**src/rtl/blk_lock_pkg.sv**
```systemverilog
package blk_lock_pkg;

    typedef enum logic {
        TGT_ARRAY = 1'b0,
        TGT_CTRL  = 1'b1
    } tgt_e;

    typedef struct packed {
        logic       lock_en;
        logic       family;   // 0: fractional, 1: byte count
        logic [2:0] code;
    } prot_cfg_t;

    localparam logic [7:0] CTRL_KEEP = 8'h8F;

    function automatic prot_cfg_t cfg_of(input logic [7:0] r);
        prot_cfg_t c;
        c.lock_en = r[7];
        c.family  = r[3];
        c.code    = r[2:0];
        return c;
    endfunction

endpackage

```
**src/rtl/blk_lock_region.sv**
```systemverilog
module blk_lock_region
    import blk_lock_pkg::*;
#(
    parameter int ADDR_W = 14,
    parameter int PAGE_W = 6
) (
    input  prot_cfg_t          cfg,
    output logic               prot_en,
    output logic [ADDR_W-1:0]  prot_base
);
    localparam logic [ADDR_W:0] DEPTH = (ADDR_W+1)'(1) << ADDR_W;
    localparam logic [ADDR_W:0] PAGE  = (ADDR_W+1)'(1) << PAGE_W;

    logic [ADDR_W:0] size;
    logic [ADDR_W:0] base_w;

    always_comb begin
        size    = '0;
        prot_en = 1'b0;
        if (!cfg.code[2]) begin
            if (cfg.family) begin
                prot_en = 1'b1;
                size    = PAGE << cfg.code[1:0];
            end else begin
                unique case (cfg.code[1:0])
                    2'd1:    begin prot_en = 1'b1; size = DEPTH >> 2; end
                    2'd2:    begin prot_en = 1'b1; size = DEPTH >> 1; end
                    2'd3:    begin prot_en = 1'b1; size = DEPTH;      end
                    default: begin prot_en = 1'b0; size = '0;         end
                endcase
            end
        end
        base_w    = DEPTH - size;
        prot_base = base_w[ADDR_W-1:0];
    end

endmodule

```
**src/rtl/blk_lock_page.sv**
```systemverilog
module blk_lock_page #(
    parameter int ADDR_W = 14,
    parameter int PAGE_W = 6
) (
    input  logic              clk,
    input  logic              rst,
    input  logic              step,
    input  logic              first,
    input  logic [ADDR_W-1:0] start_addr,
    output logic [ADDR_W-1:0] eff_addr
);
    logic [ADDR_W-1:0] ptr_q;
    logic [PAGE_W-1:0] low_nxt;

    assign eff_addr = first ? start_addr : ptr_q;
    assign low_nxt  = eff_addr[PAGE_W-1:0] + PAGE_W'(1);

    always_ff @(posedge clk) begin
        if (rst) begin
            ptr_q <= '0;
        end else if (step) begin
            ptr_q <= {eff_addr[ADDR_W-1:PAGE_W], low_nxt};
        end
    end

endmodule

```
**src/rtl/blk_lock_wprot.sv**
```systemverilog
module blk_lock_wprot
    import blk_lock_pkg::*;
#(
    parameter int ADDR_W = 14,
    parameter int DATA_W = 8,
    parameter int PAGE_W = 6
) (
    input  logic              clk,
    input  logic              rst,
    input  logic              req_valid,
    input  logic              req_target,
    input  logic              req_first,
    input  logic [ADDR_W-1:0] req_addr,
    input  logic [DATA_W-1:0] req_data,
    input  logic              wp_pin,
    output logic              mem_we,
    output logic [ADDR_W-1:0] mem_addr,
    output logic [DATA_W-1:0] mem_data,
    output logic              wr_reject,
    output logic [7:0]        ctrl_reg
);
    prot_cfg_t         cfg;
    logic              prot_en;
    logic [ADDR_W-1:0] prot_base;
    logic [ADDR_W-1:0] eff_addr;
    logic              is_arr;
    logic              is_ctl;
    logic              arr_ok;
    logic              ctl_ok;
    logic [7:0]        ctrl_q;

    assign cfg    = cfg_of(ctrl_q);
    assign is_arr = req_valid && (tgt_e'(req_target) == TGT_ARRAY);
    assign is_ctl = req_valid && (tgt_e'(req_target) == TGT_CTRL);

    blk_lock_region #(.ADDR_W(ADDR_W), .PAGE_W(PAGE_W)) u_region (
        .cfg       (cfg),
        .prot_en   (prot_en),
        .prot_base (prot_base)
    );

    blk_lock_page #(.ADDR_W(ADDR_W), .PAGE_W(PAGE_W)) u_page (
        .clk        (clk),
        .rst        (rst),
        .step       (is_arr),
        .first      (req_first),
        .start_addr (req_addr),
        .eff_addr   (eff_addr)
    );

    assign arr_ok = !(prot_en && (eff_addr >= prot_base));
    assign ctl_ok = !(wp_pin && cfg.lock_en);

    always_ff @(posedge clk) begin
        if (rst) begin
            ctrl_q    <= '0;
            mem_we    <= 1'b0;
            mem_addr  <= '0;
            mem_data  <= '0;
            wr_reject <= 1'b0;
        end else begin
            mem_we    <= is_arr && arr_ok;
            wr_reject <= (is_arr && !arr_ok) || (is_ctl && !ctl_ok);
            if (is_arr) begin
                mem_addr <= eff_addr;
                mem_data <= req_data;
            end
            if (is_ctl && ctl_ok) begin
                ctrl_q <= req_data[7:0] & CTRL_KEEP;
            end
        end
    end

    assign ctrl_reg = ctrl_q;

endmodule

```
**config.mk**
```make
export PLATFORM = sky130hd
export DESIGN_NAME = blk_lock_wprot
export DESIGN_NICKNAME = d
export VERILOG_FILES = /design/src/rtl/blk_lock_pkg.sv /design/src/rtl/blk_lock_region.sv /design/src/rtl/blk_lock_page.sv /design/src/rtl/blk_lock_wprot.sv
export SDC_FILE = /design/constraint.sdc
export NUM_CORES = 1
export LEC_CHECK = 0
export ABC_AREA = 1
export BUFFER_PORTS_ARGS = -buffer_cell sky130_fd_sc_hd__buf_2
export CAP_MARGIN = 25
export CORE_ASPECT_RATIO = 1.2
export CORE_MARGIN = 4
export CORE_UTILIZATION = 37
export DETAILED_ROUTE_END_ITERATION = 12
export PLACE_DENSITY = 0.7
export REMOVE_ABC_BUFFERS = 1
export SKIP_CTS_REPAIR_TIMING = 1
export SKIP_LAST_GASP = 1
export SYNTH_ARGS = -nofsm -noshare
export SYNTH_HDL_FRONTEND = slang
export SYNTH_SLANG_ARGS = --single-unit
export TNS_END_PERCENT = 30
```
**constraint.sdc**
```tcl
create_clock -name clk -period 4.8 [get_ports clk]
set_input_delay 0.72 -clock clk [delete_from_list [all_inputs] [get_ports clk]]
set_output_delay 0.72 -clock clk [all_outputs]
set_load 0.1 [all_outputs]
```
==> results of run 1 <==
cell type report:
cell class,count,area share (%)
timing repair buffer,56,12.8
multi-input combinational,179,41.9
sequential,35,31.9
clock inverter,1,0.228
inverter,35,5.99
clock buffer,6,3.76
tap,60,3.42
stage by stage:
stage,hold WS [ns],util (%),power [W],area [µm²]
3_5_place_dp,0.457,42.6,0.000569,2110
6_report,0.463,44.4,0.000775,2190
5_1_grt,0.494,44.4,0.000823,2190
3_3_place_gp,0.452,42.6,0.000566,2110
4_1_cts,0.468,44.4,0.000786,2190
2_1_floorplan,0.457,-,0.000520,1750
synth_stat cells (2+ instances only):
cell type  count
dfxtp_1       35
nand2_1       47
a211oi_1       8
a21oi_1       14
o21ai_1        2
nand3_1        7
inv_1         34
buf_6          2
o21ai_0       27
o21bai_1       2
xor2_1         2
nor2_1        44
buf_4         11
clkbuf_1       8
ha_1          11
cells in the final DEF, fill, tap and decap left out:
cell	netlist	layout
buf_2	1	56
nand2_1	47	47
nor2_1	44	44
dfxtp_1	35	35
inv_1	34	34
o21ai_0	27	27
a21oi_1	14	14
ha_1	11	11
a211oi_1	8	8
nand3_1	7	7
clkbuf_8	0	6
conb_1	1	3
o21ai_1	2	2
xor2_1	2	2
o21bai_1	2	2
o21ai_2	1	1
nand2_2	1	1
xnor2_1	1	1
o31ai_1	1	1
nor2_2	1	1
inv_2	1	1
a21o_1	1	1
nand4_1	1	1
a21boi_0	1	1
o211ai_1	1	1
and2_1	1	1
o21a_1	1	1
nor3_1	1	1
clkinv_2	0	1
critical path, stage by stage (launching register included):
cell and delay, ns:
dfxtp_1 0.36, inv_1 0.09, nor2_1 0.27, nand2_1 0.14
ha_1 0.23, o21ai_1 0.13, xor2_1 0.19, ha_1 0.25
nand2_1 0.06, inv_1 0.04, nand3_1 0.07, nor2_1 0.05
nor2_1 0.08, nand2_1 0.08, nand3_1 0.07, nand2_1 0.05
how the worst max path moves through the flow:
| stage | to | cells past startpoint | slack [ns] |
|---|---|---|---|
| floorplan | wr_reject$_SDFF_PP0_ | 15 | 2.04 |
| global placement | u_page.ptr_q[5]$_SDFFE_PP0P_ | 8 | 2.37 |
| detailed placement | u_page.ptr_q[5]$_SDFFE_PP0P_ | 8 | 2.34 |
| CTS | wr_reject$_SDFF_PP0_ | 14 | 2.55 |
| global route | mem_we$_SDFF_PP0_ | 14 | 2.20 |
| finish | wr_reject$_SDFF_PP0_ | 15 | 2.55 |
power breakdown:
part           total, W  leakage [nW]  switching, W  internal, W
clock          0.000214        0.0470      0.000102     0.000113
sequential     0.000317         0.288    0.00000882     0.000308
combinational  0.000243         0.792      0.000192    0.0000517
total          0.000775          1.13      0.000302     0.000473
per-layer routing:
layer	vias up	wire length, µm	GRT usage, %
met2	49	1930	24.0
met5	-	0	0
li1	926	-	-
met1	748	1780	15.6
met3	4	285	4.34
met4	0	28	3.52
logic make-up after synthesis:
family                     count (synthesis)
AOI/OAI and AO/OA                         59
xor gates and xnor gates                   3
adders and majority gates                 11
buffers and inverters                     57
DFF                                       35
other                                      1
and+or+nand+nor                          103
==> run metrics, run 1 <==
Hold Path Origin mem_addr[3]$_SDFFE_PP0P_; critical path class reg -> reg; layout cells sized above 1 21.5%; vias per cell 4.64; drt first-iter violations 36; vias 1727; Core ar. 4940 µm²; synth top area cells dfxtp_1 37%, nand2_1 9.4%, nor2_1 8.8%; MaxCap Viol Count 0; antenna violations before repair 0; area leader, netlist dfxtp_1; Detailed Route WL 4.02 mm; max reg flops 14; pin count of the biggest net entering global routing 35; area share of fa/ha/maj cells after synthesis 7.31%; vias in the first global route 1643; Final ANT Viol Nets 0; post-synthesis average cell area 7.00 µm²; post-synthesis cell count 269; f_max 0.445 GHz; Least-Margin Pin Slew 0.732 ns; synthesized area 1880 µm²; Max clock buf depth 2; R2R Path Start ctrl_reg[3]$_SDFFE_PP0P_; asr flop ratio synth 0%; Reg clk slew, reported paths 0.07 ns; Regs by FF count mem_addr: 14 flops, mem_data: 8 flops, u_page.ptr_q: 6 flops; fin worst setup slack 2.55 ns; CTS root buf clkbuf_8; post-synthesis compound-gate area fraction 17.9%; Worst R2R End wr_reject$_SDFF_PP0_; count of pins over their slew limit 0; drc violations 0; post-synthesis simple-gate area fraction 21.6%; Filler cells 518; largest register by flop count mem_addr; Yosys reg bits 35; slew margin rel. 51.2%; reg2reg setup slack 2.55 ns; Final #Nets 351; Worst Path Max Fanout 5; first-pass GRT wire length 6.88 mm; Hold Path Class reg -> reg; Clock Sinks 35; share of the synthesized area in the top cell type 37.2%; Hold Path Sink mem_addr[3]$_SDFFE_PP0P_; drt wl/cell 10.8 µm; RSZ-0062 raised after global routing no; PortBufs 56; Critical Path Sink Type flip-flop; hpwl dp 3.06 mm; area of the multi-input gates 918 µm²; Yosys cell types 30; status complete, no violations; First-pass DRT Iterations 4; P per Cell Area 353 nW/µm²; die height 86.2 µm; Worst VDD drop 0.175 mV; GP Congestion 0.794; Final Hold Vio Count 0; Top FF cell, synth dfxtp_1; clock skew 0.00443 ns; Post-synth EDFFs 0; mux cell area share after synthesis 0%; initial core utilization 38.1%; Period minus WS final 2.25 ns; Clk Latency, worst-skew pair 0.28 ns; Startpoint Class flip-flop; GRT Residual Overflow 0; area occupied by registers 701 µm²; hold path depth 2; Syn. warnings 0; Leak 1.13 nW; H-tree Lvls 2; largest family of logic cells by synthesized area simple AND/OR/NAND/NOR gates; Worst Path Required 4.98 ns; area delta synth->final 16.5%; Final setup viols 0; Total Routing Usage GR 13.6%; CTS tree built; final std cells w/o fill 372; setup TNS 0 ns; R2R depth 15; Placement Rows 28; CTS buffer count 5; worst slack, placed 2.34 ns; Seq/Total Area, Yosys 37.2%; CP arrival 2.43 ns; Ports 60; placed insts 365; Die ar. 6300 µm²; Die Wd 73.1 µm; Diodes inserted 0; final worst-path cycle share 46.8%; Worst Setup SP ctrl_reg[3]$_SDFFE_PP0P_; Synth Area in XOR/XNOR 1.40%
(Power assumes the default switching activity.)
==> run 2: changes to the inputs <==
Settings changed: ABC_AREA 1 to 0.
Clock period 4.8 ns to 2.1 ns, I/O delays scaled along.
==> run 2 against run 1 <==
Effect of this change:
- the run now ends with negative setup slack left
- via count rose by 3.3%
- combinational power is 130% higher
- sequential power up 130%
- synthesized cell count shrank 12%
- critical endpoint unchanged
- largest cell class unchanged
==> run metrics, run 2 <==
status complete, but fails checks; violated checks negative setup slack; placed insts 348; Filler cells 503; GRT Max-Usage Layer met2; Final #Nets 334; hpwl dp 3.47 mm; Regs by FF count mem_addr: 14 flops, mem_data: 8 flops, u_page.ptr_q: 6 flops; drt wl/cell 12.9 µm; count of pins over their slew limit 0; First-pass DRT Iterations 4; R2R depth 11; P per Cell Area 715 nW/µm²; Top FF cell, synth dfxtp_1; met2 GRT Util 25.8%; GRT Residual Overflow 0; hold path depth 2; area leader, netlist dfxtp_1; drc violations 0; Hold Path Origin rst; Clk Latency, worst-skew pair 0.28 ns; count leader, synth dfxtp_1; Least-Margin Pin Slew 0.526 ns; max reg flops 14; Clock Sinks 35; GP Congestion 0.755; Die ar. 6510 µm²; MaxCap Viol Count 0; vias 1784; Total Routing Usage GR 14.7%; area occupied by registers 701 µm²; reg2reg setup slack -0.34 ns; post-synthesis average cell area 8.24 µm²; first-pass GRT wire length 7.56 mm; CTS tree built; vias in the first global route 1750; Critical Path Sink Type flip-flop; die height 87.6 µm; slew margin rel. 65.0%; share of the synthesized area in the top cell type 35.9%; Post-synth EDFFs 0; post-synthesis cell count 237; area of the multi-input gates 1120 µm²; Placement Rows 28; CTS buffer count 5; synthesized area 1950 µm²; grt met3 use 4.48%; RSZ-0062 raised after global routing yes; R2R Path Start ctrl_reg[2]$_SDFFE_PP0P_; Worst Path Required 2.27 ns; area delta synth->final 23.9%; CTS root buf clkbuf_8; PortBufs 56; final core utilization 48.3%; Hold Path Sink mem_we$_SDFF_PP0_; CP arrival 2.61 ns; pin count of the biggest net entering global routing 32; Syn. warnings 0; most common cell after layout, fill and taps aside buf_2; drt first-iter violations 125; Yosys cell types 37; Worst R2R End wr_reject$_SDFF_PP0_; Die Wd 74.3 µm; final worst-path cycle share 116%; initial core utilization 39.0%; final std cells w/o fill 354; Final Hold Vio Count 0; f_max 0.411 GHz; top cells by count, synth 35 x dfxtp_1, 30 x nor2_1, 26 x nand2_1, 21 x a21oi_1; design area 2420 µm²; Worst VDD drop 0.309 mV; Max clock buf depth 2; worst hold slack 0.253 ns; Hold Path Class in -> reg; antenna violations before repair 0; Core ar. 5010 µm²; fin worst setup slack -0.336 ns; Seq/Total Area, Yosys 35.9%; Diodes inserted 0; met1 Usage GRT 16.9%; H-tree Lvls 2; clock skew 0.00661 ns; Power, Total 0.00173 W; synth top area cells dfxtp_1 36%, ha_1 7.0%, nor2_1 5.8%; Ports 60; most frequent cells in the layout 56 x buf_2, 35 x dfxtp_1, 30 x nor2_1, 26 x nand2_1, 21 x a21oi_1; Startpoint Class flip-flop; Period minus WS final 2.44 ns; Worst Path Max Fanout 4; critical path class reg -> reg; asr flop ratio synth 0%; layout cells sized above 1 32.3%; Reg clk slew, reported paths 0.07 ns; Yosys reg bits 35; Final setup viols 2; Worst Setup SP ctrl_reg[2]$_SDFFE_PP0P_; Final ANT Viol Nets 0; Leak 1.10 nW; vias per cell 5.04; largest register by flop count mem_addr; placed cell areas 2310 µm²; Detailed Route WL 4.57 mm
[run 2: changes by cell type in the layout (fill, tap and decap cells not counted), sizes merged, moves of 3 or more]
cell,previous run,this run
nand3,7,3
mux2,0,8
a21oi,14,21
nand2,48,26
nor2,45,30
a31oi,0,3
a211oi,8,5
o21ai,30,11
buf,56,75
nand2b,0,3
mux2i,0,12
inv,35,7
nor3,1,11
[run 2: where the power goes]
group | total, W | leakage [nW] | internal, W | switching [W]
combinational | 0.000562 | 0.775 | 0.000156 | 0.000406
sequential | 0.000723 | 0.287 | 0.000701 | 0.0000213
clock | 0.000445 | 0.0371 | 0.000221 | 0.000224
total | 0.00173 | 1.10 | 0.00108 | 0.000651
[run 2: worst max-delay path by stage]
stage                                 to  slack [ns]  cells after the start
floorplan           wr_reject$_SDFF_PP0_       -1.21                     11
global placement    wr_reject$_SDFF_PP0_       -0.37                     11
detailed placement  wr_reject$_SDFF_PP0_       -0.45                     11
CTS                 wr_reject$_SDFF_PP0_       -0.45                     11
global route        wr_reject$_SDFF_PP0_       -0.48                     11
finish              wr_reject$_SDFF_PP0_       -0.34                     11
[run 2: kinds of logic (layout without fill, tap and decap cells)]
logic type / count (synthesis) / in the layout / share of synthesized area [%]
compound gates: 52 / 52 / 16.0
buf+inv: 33 / 88 / 9.16
simple gates: 82 / 82 / 19.4
fa+ha+maj: 11 / 11 / 7.05
other cells: 1 / 3 / 0.192
flops: 35 / 35 / 35.9
xor+xnor: 3 / 3 / 1.35
mux: 20 / 20 / 11.0
[run 2: final cells by class]
class	instances	area share [%]
flip-flops and latches	35	29.0
repair buffers	75	17.5
inverters	7	1.09
multi-input cells	171	46.4
well taps	60	3.10
clock buffers	6	3.00
[run 2: layer usage]
layer	wire length, µm	part of all wire, %
met5	0	0
met2	2300	50
met1	1930	42
met4	51	1.1
met3	293	6.4
[run 2: worst max-delay path: stages (launching register included)]
cell	delay (ns)
dfxtp_1	0.31
nand2b_1	0.16
or3_4	0.35
ha_4	0.19
nor4b_4	0.25
a21oi_1	0.06
o21ai_1	0.13
ha_1	0.26
a21oi_1	0.12
o21ai_1	0.08
a22o_1	0.21
a22o_1	0.21
[run 2: metrics by stage]
step / worst slack (ns) / setup TNS [ns]
CTS: -0.452 / -0.773
floorplan: -1.21 / -2.32
global route: -0.480 / -0.857
finish: -0.336 / -0.540
detailed placement: -0.445 / -0.789
global placement: -0.366 / -0.604
